**src/rtl/sport_pkg.sv**
```systemverilog
package sport_pkg;
    localparam int WORD_MAX_DEF = 16;
    localparam int SLOT_MAX_DEF = 32;
    localparam int SLOT_ALT_DEF = 24;
    localparam int DIV_W_DEF    = 8;

    typedef enum logic {
        CLK_EXT = 1'b0,
        CLK_INT = 1'b1
    } clk_src_e;
endpackage

```
**src/rtl/sport_clkgen.sv**
```systemverilog
module sport_clkgen #(
    parameter int DIV_W = 8
) (
    input  logic             clk,
    input  logic             rst_n,
    input  logic             int_mode,
    input  logic [DIV_W-1:0] div,
    input  logic             sclk_i,
    output logic             sclk_o,
    output logic             rise_o,
    output logic             fall_o
);
    import sport_pkg::*;

    typedef struct packed {
        logic [DIV_W-1:0] cnt;
        logic             sclk;
        logic             s1;
        logic             s2;
        logic             s3;
    } st_t;

    st_t  st_d, st_q;
    logic tick;
    logic ext_rise, ext_fall;
    clk_src_e src;

    always_comb begin
        src      = clk_src_e'(int_mode);
        tick     = (st_q.cnt == div);
        ext_rise = st_q.s2 & ~st_q.s3;
        ext_fall = ~st_q.s2 & st_q.s3;
        st_d     = st_q;
        st_d.s1  = sclk_i;
        st_d.s2  = st_q.s1;
        st_d.s3  = st_q.s2;
        if (tick) begin
            st_d.cnt  = '0;
            st_d.sclk = ~st_q.sclk;
        end else begin
            st_d.cnt = st_q.cnt + 1'b1;
        end
        if (src == CLK_INT) begin
            rise_o = tick & ~st_q.sclk;
            fall_o = tick & st_q.sclk;
        end else begin
            rise_o = ext_rise;
            fall_o = ext_fall;
        end
    end

    always_ff @(posedge clk or negedge rst_n) begin
        if (!rst_n) st_q <= '0;
        else        st_q <= st_d;
    end

    assign sclk_o = st_q.sclk;
endmodule

```
**src/rtl/sport_seq.sv**
```systemverilog
module sport_seq #(
    parameter int BIT_W  = 4,
    parameter int SLOT_W = 5
) (
    input  logic              clk,
    input  logic              rst_n,
    input  logic              rise,
    input  logic              fs,
    input  logic [BIT_W-1:0]  wlen,
    input  logic              mc_en,
    input  logic [SLOT_W-1:0] last_slot,
    output logic              active,
    output logic [BIT_W-1:0]  bitc,
    output logic [SLOT_W-1:0] slot,
    output logic              word_end,
    output logic              start,
    output logic [SLOT_W-1:0] next_slot
);
    typedef struct packed {
        logic              active;
        logic [BIT_W-1:0]  bitc;
        logic [SLOT_W-1:0] slot;
    } st_t;

    st_t st_d, st_q;

    always_comb begin
        word_end = rise && st_q.active && (st_q.bitc == wlen);
        if (fs || (st_q.slot == last_slot)) next_slot = '0;
        else                                next_slot = st_q.slot + 1'b1;
        start = rise && (fs || (word_end && mc_en));
        st_d  = st_q;
        if (rise) begin
            if (fs) begin
                st_d.active = 1'b1;
                st_d.bitc   = '0;
                st_d.slot   = '0;
            end else if (word_end) begin
                st_d.bitc = '0;
                if (mc_en) st_d.slot   = next_slot;
                else       st_d.active = 1'b0;
            end else if (st_q.active) begin
                st_d.bitc = st_q.bitc + 1'b1;
            end
        end
    end

    always_ff @(posedge clk or negedge rst_n) begin
        if (!rst_n) st_q <= '0;
        else        st_q <= st_d;
    end

    assign active = st_q.active;
    assign bitc   = st_q.bitc;
    assign slot   = st_q.slot;
endmodule

```
**src/rtl/sport_rx.sv**
```systemverilog
module sport_rx #(
    parameter int WORD_MAX = 16,
    parameter int BIT_W    = 4
) (
    input  logic                clk,
    input  logic                rst_n,
    input  logic                rise,
    input  logic                active,
    input  logic [BIT_W-1:0]    bitc,
    input  logic                word_end,
    input  logic                slot_en,
    input  logic                sd,
    output logic [WORD_MAX-1:0] data_o,
    output logic                irq_o
);
    typedef struct packed {
        logic [WORD_MAX-1:0] sr;
        logic [WORD_MAX-1:0] data;
        logic                irq;
    } st_t;

    st_t st_d, st_q;

    always_comb begin
        st_d     = st_q;
        st_d.irq = 1'b0;
        if (rise && active) begin
            if (bitc == '0) st_d.sr = {{(WORD_MAX-1){1'b0}}, sd};
            else            st_d.sr = {st_q.sr[WORD_MAX-2:0], sd};
            if (word_end && slot_en) begin
                st_d.data = st_d.sr;
                st_d.irq  = 1'b1;
            end
        end
    end

    always_ff @(posedge clk or negedge rst_n) begin
        if (!rst_n) st_q <= '0;
        else        st_q <= st_d;
    end

    assign data_o = st_q.data;
    assign irq_o  = st_q.irq;
endmodule

```
**src/rtl/sport_tx.sv**
```systemverilog
module sport_tx #(
    parameter int WORD_MAX = 16,
    parameter int BIT_W    = 4
) (
    input  logic                clk,
    input  logic                rst_n,
    input  logic                rise,
    input  logic                fall,
    input  logic                active,
    input  logic [BIT_W-1:0]    bitc,
    input  logic [BIT_W-1:0]    wlen,
    input  logic                start,
    input  logic                en_next,
    input  logic                word_end,
    input  logic                wr,
    input  logic [WORD_MAX-1:0] wdata,
    output logic                sd_o,
    output logic                oe_o,
    output logic                irq_o,
    output logic                urun_o
);
    typedef struct packed {
        logic [WORD_MAX-1:0] hold;
        logic                full;
        logic [WORD_MAX-1:0] word;
        logic                cur_en;
        logic                sd;
        logic                oe;
        logic                irq;
        logic                urun;
    } st_t;

    st_t  st_d, st_q;
    logic load;

    always_comb begin
        st_d     = st_q;
        st_d.irq = 1'b0;
        load     = start && en_next;

        if (rise && word_end && st_q.cur_en) st_d.irq = 1'b1;

        if (start) st_d.cur_en = en_next;

        if (load) begin
            if (st_q.full) begin
                st_d.word = st_q.hold;
                st_d.full = 1'b0;
            end else if (wr) begin
                st_d.word = wdata;
            end else begin
                st_d.word = st_q.hold;
                st_d.urun = 1'b1;
            end
        end

        if (wr) begin
            st_d.hold = wdata;
            st_d.full = !(load && !st_q.full);
        end

        if (fall) begin
            st_d.sd = st_q.word[wlen - bitc];
            st_d.oe = active && st_q.cur_en;
        end
    end

    always_ff @(posedge clk or negedge rst_n) begin
        if (!rst_n) st_q <= '0;
        else        st_q <= st_d;
    end

    assign sd_o   = st_q.sd;
    assign oe_o   = st_q.oe;
    assign irq_o  = st_q.irq;
    assign urun_o = st_q.urun;
endmodule

```
**src/rtl/sport_tdm.sv**
```systemverilog
module sport_tdm #(
    parameter int WORD_MAX = sport_pkg::WORD_MAX_DEF,
    parameter int SLOT_MAX = sport_pkg::SLOT_MAX_DEF,
    parameter int SLOT_ALT = sport_pkg::SLOT_ALT_DEF,
    parameter int DIV_W    = sport_pkg::DIV_W_DEF,
    localparam int BIT_W   = $clog2(WORD_MAX),
    localparam int SLOT_W  = $clog2(SLOT_MAX)
) (
    input  logic                clk,
    input  logic                rst_n,
    input  logic                cfg_int_clk,
    input  logic [DIV_W-1:0]    cfg_div,
    input  logic [BIT_W-1:0]    cfg_wlen_m1,
    input  logic                cfg_mc_en,
    input  logic                cfg_mc_32,
    input  logic [SLOT_MAX-1:0] rx_mask,
    input  logic [SLOT_MAX-1:0] tx_mask,
    input  logic                sclk_i,
    output logic                sclk_o,
    output logic                sclk_oe,
    input  logic                fs_i,
    input  logic                rx_sd_i,
    output logic                tx_sd_o,
    output logic                tx_sd_oe,
    output logic [WORD_MAX-1:0] rx_data_o,
    output logic                rx_irq_o,
    input  logic [WORD_MAX-1:0] tx_data_i,
    input  logic                tx_wr_i,
    output logic                tx_irq_o,
    output logic                tx_underrun_o
);
    localparam logic [SLOT_W-1:0] LAST_FULL = SLOT_W'(SLOT_MAX - 1);
    localparam logic [SLOT_W-1:0] LAST_ALT  = SLOT_W'(SLOT_ALT - 1);
    localparam logic [BIT_W-1:0]  WLEN_MIN  = BIT_W'(2);

    logic              rise, fall;
    logic [BIT_W-1:0]  wlen;
    logic [SLOT_W-1:0] last_slot;
    logic              active, word_end, start;
    logic [BIT_W-1:0]  bitc;
    logic [SLOT_W-1:0] slot, next_slot;
    logic              rx_en, tx_en_next;

    always_comb begin
        wlen       = (cfg_wlen_m1 < WLEN_MIN) ? WLEN_MIN : cfg_wlen_m1;
        last_slot  = cfg_mc_32 ? LAST_FULL : LAST_ALT;
        rx_en      = !cfg_mc_en || rx_mask[slot];
        tx_en_next = !cfg_mc_en || tx_mask[next_slot];
    end

    assign sclk_oe = cfg_int_clk;

    sport_clkgen #(.DIV_W(DIV_W)) u_clk (
        .clk(clk), .rst_n(rst_n), .int_mode(cfg_int_clk), .div(cfg_div),
        .sclk_i(sclk_i), .sclk_o(sclk_o), .rise_o(rise), .fall_o(fall)
    );

    sport_seq #(.BIT_W(BIT_W), .SLOT_W(SLOT_W)) u_seq (
        .clk(clk), .rst_n(rst_n), .rise(rise), .fs(fs_i), .wlen(wlen),
        .mc_en(cfg_mc_en), .last_slot(last_slot), .active(active),
        .bitc(bitc), .slot(slot), .word_end(word_end), .start(start),
        .next_slot(next_slot)
    );

    sport_rx #(.WORD_MAX(WORD_MAX), .BIT_W(BIT_W)) u_rx (
        .clk(clk), .rst_n(rst_n), .rise(rise), .active(active), .bitc(bitc),
        .word_end(word_end), .slot_en(rx_en), .sd(rx_sd_i),
        .data_o(rx_data_o), .irq_o(rx_irq_o)
    );

    sport_tx #(.WORD_MAX(WORD_MAX), .BIT_W(BIT_W)) u_tx (
        .clk(clk), .rst_n(rst_n), .rise(rise), .fall(fall), .active(active),
        .bitc(bitc), .wlen(wlen), .start(start), .en_next(tx_en_next),
        .word_end(word_end), .wr(tx_wr_i), .wdata(tx_data_i),
        .sd_o(tx_sd_o), .oe_o(tx_sd_oe), .irq_o(tx_irq_o),
        .urun_o(tx_underrun_o)
    );
endmodule

```
**config.mk**
```make
export PLATFORM = sky130hd
export DESIGN_NAME = sport_tdm
export DESIGN_NICKNAME = d
export VERILOG_FILES = /design/src/rtl/sport_pkg.sv /design/src/rtl/sport_clkgen.sv /design/src/rtl/sport_seq.sv /design/src/rtl/sport_rx.sv /design/src/rtl/sport_tx.sv /design/src/rtl/sport_tdm.sv
export SDC_FILE = /design/constraint.sdc
export NUM_CORES = 1
export LEC_CHECK = 0
export BUFFER_PORTS_ARGS = -buffer_cell sky130_fd_sc_hd__buf_2
export CORE_AREA = 5 5 109 111
export DETAILED_ROUTE_END_ITERATION = 8
export DIE_AREA = 0 0 114 116
export GPL_ROUTABILITY_DRIVEN = 0
export GPL_TIMING_DRIVEN = 0
export PLACE_DENSITY = 0.8
export SYNTH_ARGS = -nofsm -noshare
export SYNTH_HDL_FRONTEND = slang
export SYNTH_SLANG_ARGS = --single-unit
```
**constraint.sdc**
```tcl
create_clock -name clk -period 2.6 [get_ports clk]
set_clock_uncertainty 0.05 [all_clocks]
set_input_delay 0.39 -clock clk [delete_from_list [all_inputs] [get_ports clk]]
set_output_delay 0.39 -clock clk [all_outputs]
set_load 0.01 [all_outputs]
```
# --- After elaboration in Yosys (flattened, before gate mapping) ---
# Cells that the tools add are included.
word_totals:
  reg_bits: 92
  word_cells: 94
op_classes:
  add_sub_neg: 4
  magnitude_cmp: 4
  eq_ne: 4
  mux: 27
  n_bitwise: 9
  n_reduce_logical: 27
op_table:
  columns: ["op", "count"]
  rows:
  - ["two-way mux 16 bit", 3]
  - ["two-way mux 17 bit", 1]
  - ["two-way mux 4 bit", 4]
  - ["two-way mux 5 bit", 3]
  - ["< comparator 5 x 6 -> 1 bit (second input constant)", 2]
  - ["two-way mux 1 bit", 11]
  - ["binary-select mux 1 bit (select 5 bit)", 2]
  - ["logical AND 1 bit", 10]
  - ["two-way mux 10 bit", 1]
  - ["AND reduction 3 bit", 3]
  - ["adder 8 x 1 -> 8 bit (second input constant)", 1]
  - ["== test 8 bit", 1]
  - ["two-way mux 8 bit", 1]
  - ["nonzero test 2 bit", 3]
  - ["adder 5 x 1 -> 5 bit (second input constant)", 1]
  - ["== test 5 bit", 1]
  - ["< comparator 4 x 5 -> 1 bit (second input constant)", 1]
  - ["inverter 1 bit", 5]
  - ["adder 4 x 1 -> 4 bit (second input constant)", 1]
  - ["bitwise AND 1 bit", 4]
  - ["binary-select mux 1 bit (select 4 bit)", 1]
  - ["== test 4 bit", 1]
  - ["zero test 4 bit", 1]
  - ["logical OR 1 bit", 4]
  - ["other kinds (6)", 9]

# --- Depth between registers and ports, before layout ---
logic_depth:
  word_depth: 12
  ltp_mapped: 11
  mapped_depth_nobuf: 8

# --- Modules after synthesis ---
# A second synthesis with hierarchy kept.
unflattened:
  cells_unflattened: 521
  area_unflattened_um2: 5464.0
modules_own_cells:
  columns: ["mod", "n_inst", "cells_each", "area_each_um2", "seq_area_each_um2"]
  rows:
  - ["sport_tx", 1, 168, 1863.0, 950.9]
  - ["sport_rx", 1, 133, 1635.3, 800.8]
  - ["sport_seq", 1, 78, 701.9, 250.2]
  - ["sport_tdm", 1, 91, 689.4, 0.0]
  - ["sport_clkgen", 1, 51, 574.3, 300.3]

# --- Least setup slack after synthesis ---
# OpenSTA, ideal clock, no wires.
synth_path:
  path_type: "flip-flop to flip-flop"
  startpoint: "register u_seq.st_q, in the netlist u_seq.slot[0]"
  endpoint: "register u_tx.st_q[21] (netlist name)"
  arrival_ns: 2.520
  required_ns: 2.419
  slack_ns: -0.101
  stages_incl_launch_ff: 10
  n_path_buf: 1
  cell_sequence: "dfrtp_1 > ha_1 > or3_1 > a21oi_2 > a22oi_1 > a221o_1 > o2111ai_1 > o311ai_1 > buf_6 > maj3_1"
synth_via:
  elab_chain_cells: 10
  elab_cells_between_ends: 12
synth_rtl:
  columns: ["element", "line_no", "source"]
  rows:
  - ["start, declared", "sport_seq.sv:25", "st_t st_d, st_q;"]
  - ["start signal, assigned", "sport_seq.sv:50", "else st_q <= st_d;"]
  - ["branches (longest 2 deep; another with adder 5 x 1 -> 5 bit)", null, null]
  - ["two-way mux 5 bit *", "sport_seq.sv:29", "if (fs || (st_q.slot == last_slot)) next_slot = '0;"]
  - ["binary-select mux 1 bit (select 5 bit) *", "sport_tdm.sv:48", "tx_en_next = !cfg_mc_en || tx_mask[next_slot];"]
  - ["two-way mux 1 bit (implied by the code) *", "sport_tdm.sv:48", null]
  - ["logical OR 1 bit *", "sport_tdm.sv:48", null]
  - ["logical AND 1 bit *", "sport_tx.sv:39", "load = start && en_next;"]
  - ["logical AND 1 bit", "sport_tx.sv:59", "st_d.full = !(load && !st_q.full);"]
  - ["zero test 1 bit", "sport_tx.sv:59", null]
  - ["two-way mux 1 bit", "sport_tx.sv:57", "if (wr) begin"]
  - ["end signal, assigned", "sport_tx.sv:70", "else st_q <= st_d;"]
  - ["end, declared", "sport_tx.sv:33", "st_t st_d, st_q;"]
# Every way passes the cells marked *. The select of a mux whose other input is x is not followed.
# A chain may end at the register's enable or synchronous reset.

# --- Worst setup path in the final report ---
layout_path:
  startpoint: "register u_seq.st_q, in the netlist u_seq.slot[0]"
  endpoint: "register u_tx.st_q[7] (netlist name)"
layout_via:
  elab_chain_cells: 7
  elab_cells_between_ends: 8
layout_rtl:
  columns: ["element", "line_no"]
  rows:
  - ["branches (longest 2 deep; another with adder 5 x 1 -> 5 bit)", null]
  - ["two-way mux 5 bit *", "sport_seq.sv:29"]
  - ["binary-select mux 1 bit (select 5 bit) *", "sport_tdm.sv:48"]
  - ["two-way mux 1 bit (implied by the code) *", "sport_tdm.sv:48"]
  - ["logical OR 1 bit *", "sport_tdm.sv:48"]
  - ["logical AND 1 bit *", "sport_tx.sv:39"]
# Marks and branches as above.

==> reports/metrics.yaml <==
synthesis:
  synth_mux_area_share_pct: 27.0
  ys_seq_area_share_pct: 44.9
  yosys-top-cells-area: "dfrtp_1 45%, mux2_2 10%, mux2i_1 7.8%, mux4_2 5.3%, buf_4 3.1%"
  synth_compound_area_share_pct: 7.34
  synth_common_cells: "92 x dfrtp_1, 46 x mux2_2, 40 x mux2i_1"
  yosysWarningCount: 0
  synth_edf_count: 0
  synth_top_family_by_area: "multiplexers"
  synthesis.area_mm2: 0.00513
  synth-adder-area-share_pct: 2.29
  synth_ff_type: "dfrtp_1"
  synth-simple-area-share_pct: 7.73
  synth_cells: 424
  syn_area_per_cell_um2: 12.1
  synth_xor_area_share_pct: 3.76
  async_flop_share_pct: 100
  synthDistinctLibCells: 52
  ys_seq_elements: 92
  yosys.area.top_type: "dfrtp_1"
  synth_top_area_share_pct: 44.9
  synth.most_common_cell: "dfrtp_1"
  syn_nets: 533
power:
  pwr_density_cell_mw_per_mm2: 800
  vdd.ir_drop.worst_uv: 475
  power.total_uw: 5270
  power_leakage_uw: 0.00332
cells_and_area:
  layout-area-overhead-vs-synth_pct: 28.3
  finalNetCount: 686
  nFillCells: 851
  drive_above_1_share_pct: 48.6
  fin_util_pct: 61.5
  fin_cells: 722
  diodes: 0
critical_path:
  crit_type: "reg2reg"
  cp-start-kind: "flip-flop"
  rr_startpoint: "u_seq.slot[0]$_DFFE_PN0P_"
  end_kind: "flip-flop"
  cp.arrival_ps: 2870
  crit_fanout: 6
  reg2reg_slack_ps: -40
  timing.rr.end: "u_tx.st_q[7]$_DFFE_PN0P_"
  setup.worst_path.start: "u_seq.slot[0]$_DFFE_PN0P_"
  reg2reg_depth: 10
  cp-endpoint: "u_tx.st_q[7]$_DFFE_PN0P_"
  required_ps: 2830
floorplan:
  io_pins: 124
  rows: 38
  die_area_mm2: 0.0132
  chipHeight_um: 116
  core_area_mm2: 0.0107
  start_util_pct: 48.0
  die_w_um: 114
route:
  routedWlPerCell_um: 15.7
  ant_nets: 0
  drt_iter0_drc: 125
  drc_errors: 0
  drt_wl_total_um: 11300
  num_vias: 3827
  viasPerCell: 5.30
  first_pass_iters: 4
place:
  portBuffers: 122
  placedCellCount: 687
  dp_hpwl_um: 8400
run:
  cap_violations: 0
timing:
  finalSetupViolations: 13
  worstMarginPinSlew_ps: 739
  whs_ps: 75.0
  maxSlewViolCount: 0
  finalHoldViolations: 0
  rsz0062_at_grt: "yes"
  fin_crit_sh_pct: 101
  max_freq_mhz: 379
  fin_crit_ps: 2640
  fin_ws_ps: -36.9
  max_slew_margin_pct: 50.6
clock_network:
  insertion_delay_ps: 360
  htreeDepth: 3
  cts_buffer_depth: 2
  cts-root-buf: "clkbuf_8"
  cts_sinks: 92
  clkTransAtPathRegs_ps: 90
  cts_tree: "built"
  numCtsBuffers: 9
grt:
  antenna_found_initial: 0
  grt_max_degree: 49
  grt.total_usage_pct: 17.6
  grt_pass1_wl_um: 18700
  grt_overflow_total: 0
  grt_pass1_vias: 4186
hold_path:
  hold_path.class: "in2reg"
  hold_path_depth: 1
status:
  outcome: "finished, violations left"
  violations: "negative setup slack"
## per-layer routing
| metal | GRT usage (%) | vias up | wire length [µm] |
|---|---|---|---|
| li1 | - | 1800 | - |
| met1 | 20.7 | 1851 | 4600 |
| met2 | 30.7 | 138 | 5690 |
| met3 | 3.71 | 38 | 674 |
| met4 | 8.47 | 0 | 360 |
| met5 | 0 | - | 0 |
## what timing repair did
item                                    CTS  global route
endpoints found under the setup margin   38            37
hold buffers                              1             0
pin swaps                                12            10
gates resized for setup                  24            21
endpoints found under the hold margin    30             0
setup buffers                            11             8
cloned                                    1             0
## area by class of cell
cell class,count,area [µm²],area share [%]
plain buffers,35,267,4.05
repair buffers,144,841,12.8
multi-input cells,266,2670,40.6
inverters,29,109,1.65
flip-flops and latches,92,2300,35.0
well taps,140,175,2.66
clock buffers,11,151,2.30
clock inverters,5,60.1,0.913
## layout by cell type (no fill, tap or decap), drive strengths merged, types with 8 or more instances in the layout
master	count
a21oi	11
mux2	54
nand3	13
inv	29
clkbuf	19
nor2	14
dfrtp	92
mux4	15
o21ai	12
nand2b	8
nor2b	16
xnor2	11
mux2i	40
buf	170
xor2	11
## cell families after synthesis
family,count (synthesis)
buf+inv,66
compound gates,52
simple gates,74
xor+xnor,22
mux,109
flops,92
fa+ha+maj,9
## through the flow
stage	setup slack (ps)	cell area (µm²)	TNS, ps
after CTS	-40.8	6410	-265
final	-36.9	6580	-220
after global routing	-167	6580	-2640
after global placement	-494	5930	-12260
after detailed placement	-513	5960	-13240
after floorplan	24.5	5150	0
## worst min-delay path by stage
stage                       startpoint                        to  slack [ps]
2_1_floorplan                    rst_n  u_clk.sclk_o$_DFFE_PN0N_          40
3_3_place_gp   u_clk.st_d[1]$_DFF_PN0_   u_clk.st_d[0]$_DFF_PN0_         330
3_5_place_dp   u_clk.st_d[1]$_DFF_PN0_   u_clk.st_d[0]$_DFF_PN0_         330
4_1_cts                         sclk_i   u_clk.st_d[1]$_DFF_PN0_          60
5_1_grt                         sclk_i   u_clk.st_d[1]$_DFF_PN0_          50
6_report                        sclk_i   u_clk.st_d[1]$_DFF_PN0_          70
## sequential cells by signal, indices dropped and copies added, names as in the netlist, 2 cells and up
register     count
u_tx.st_q       34
u_rx.data_o     16
u_rx.st_q       15
u_clk.st_q       9
u_seq.slot       5
u_seq.bitc       4
u_clk.st_d       2
## power by group
| group | internal [µW] | total (µW) | switching [µW] |
|---|---|---|---|
| clock network | 498 | 996 | 498 |
| registers | 1790 | 2050 | 266 |
| logic | 1230 | 2220 | 989 |
| total | 3510 | 5270 | 1750 |
## worst max-delay path: stages (launching register included)
cell and delay, ps:
dfrtp_2 470, ha_4 240, buf_4 150, or4_1 390, o22a_1 160, a31oi_1 240
o2111ai_2 190, o311ai_2 130, buf_6 200, buf_4 140, mux2i_1 200
No activity file was read; power rests on OpenSTA's default activity.
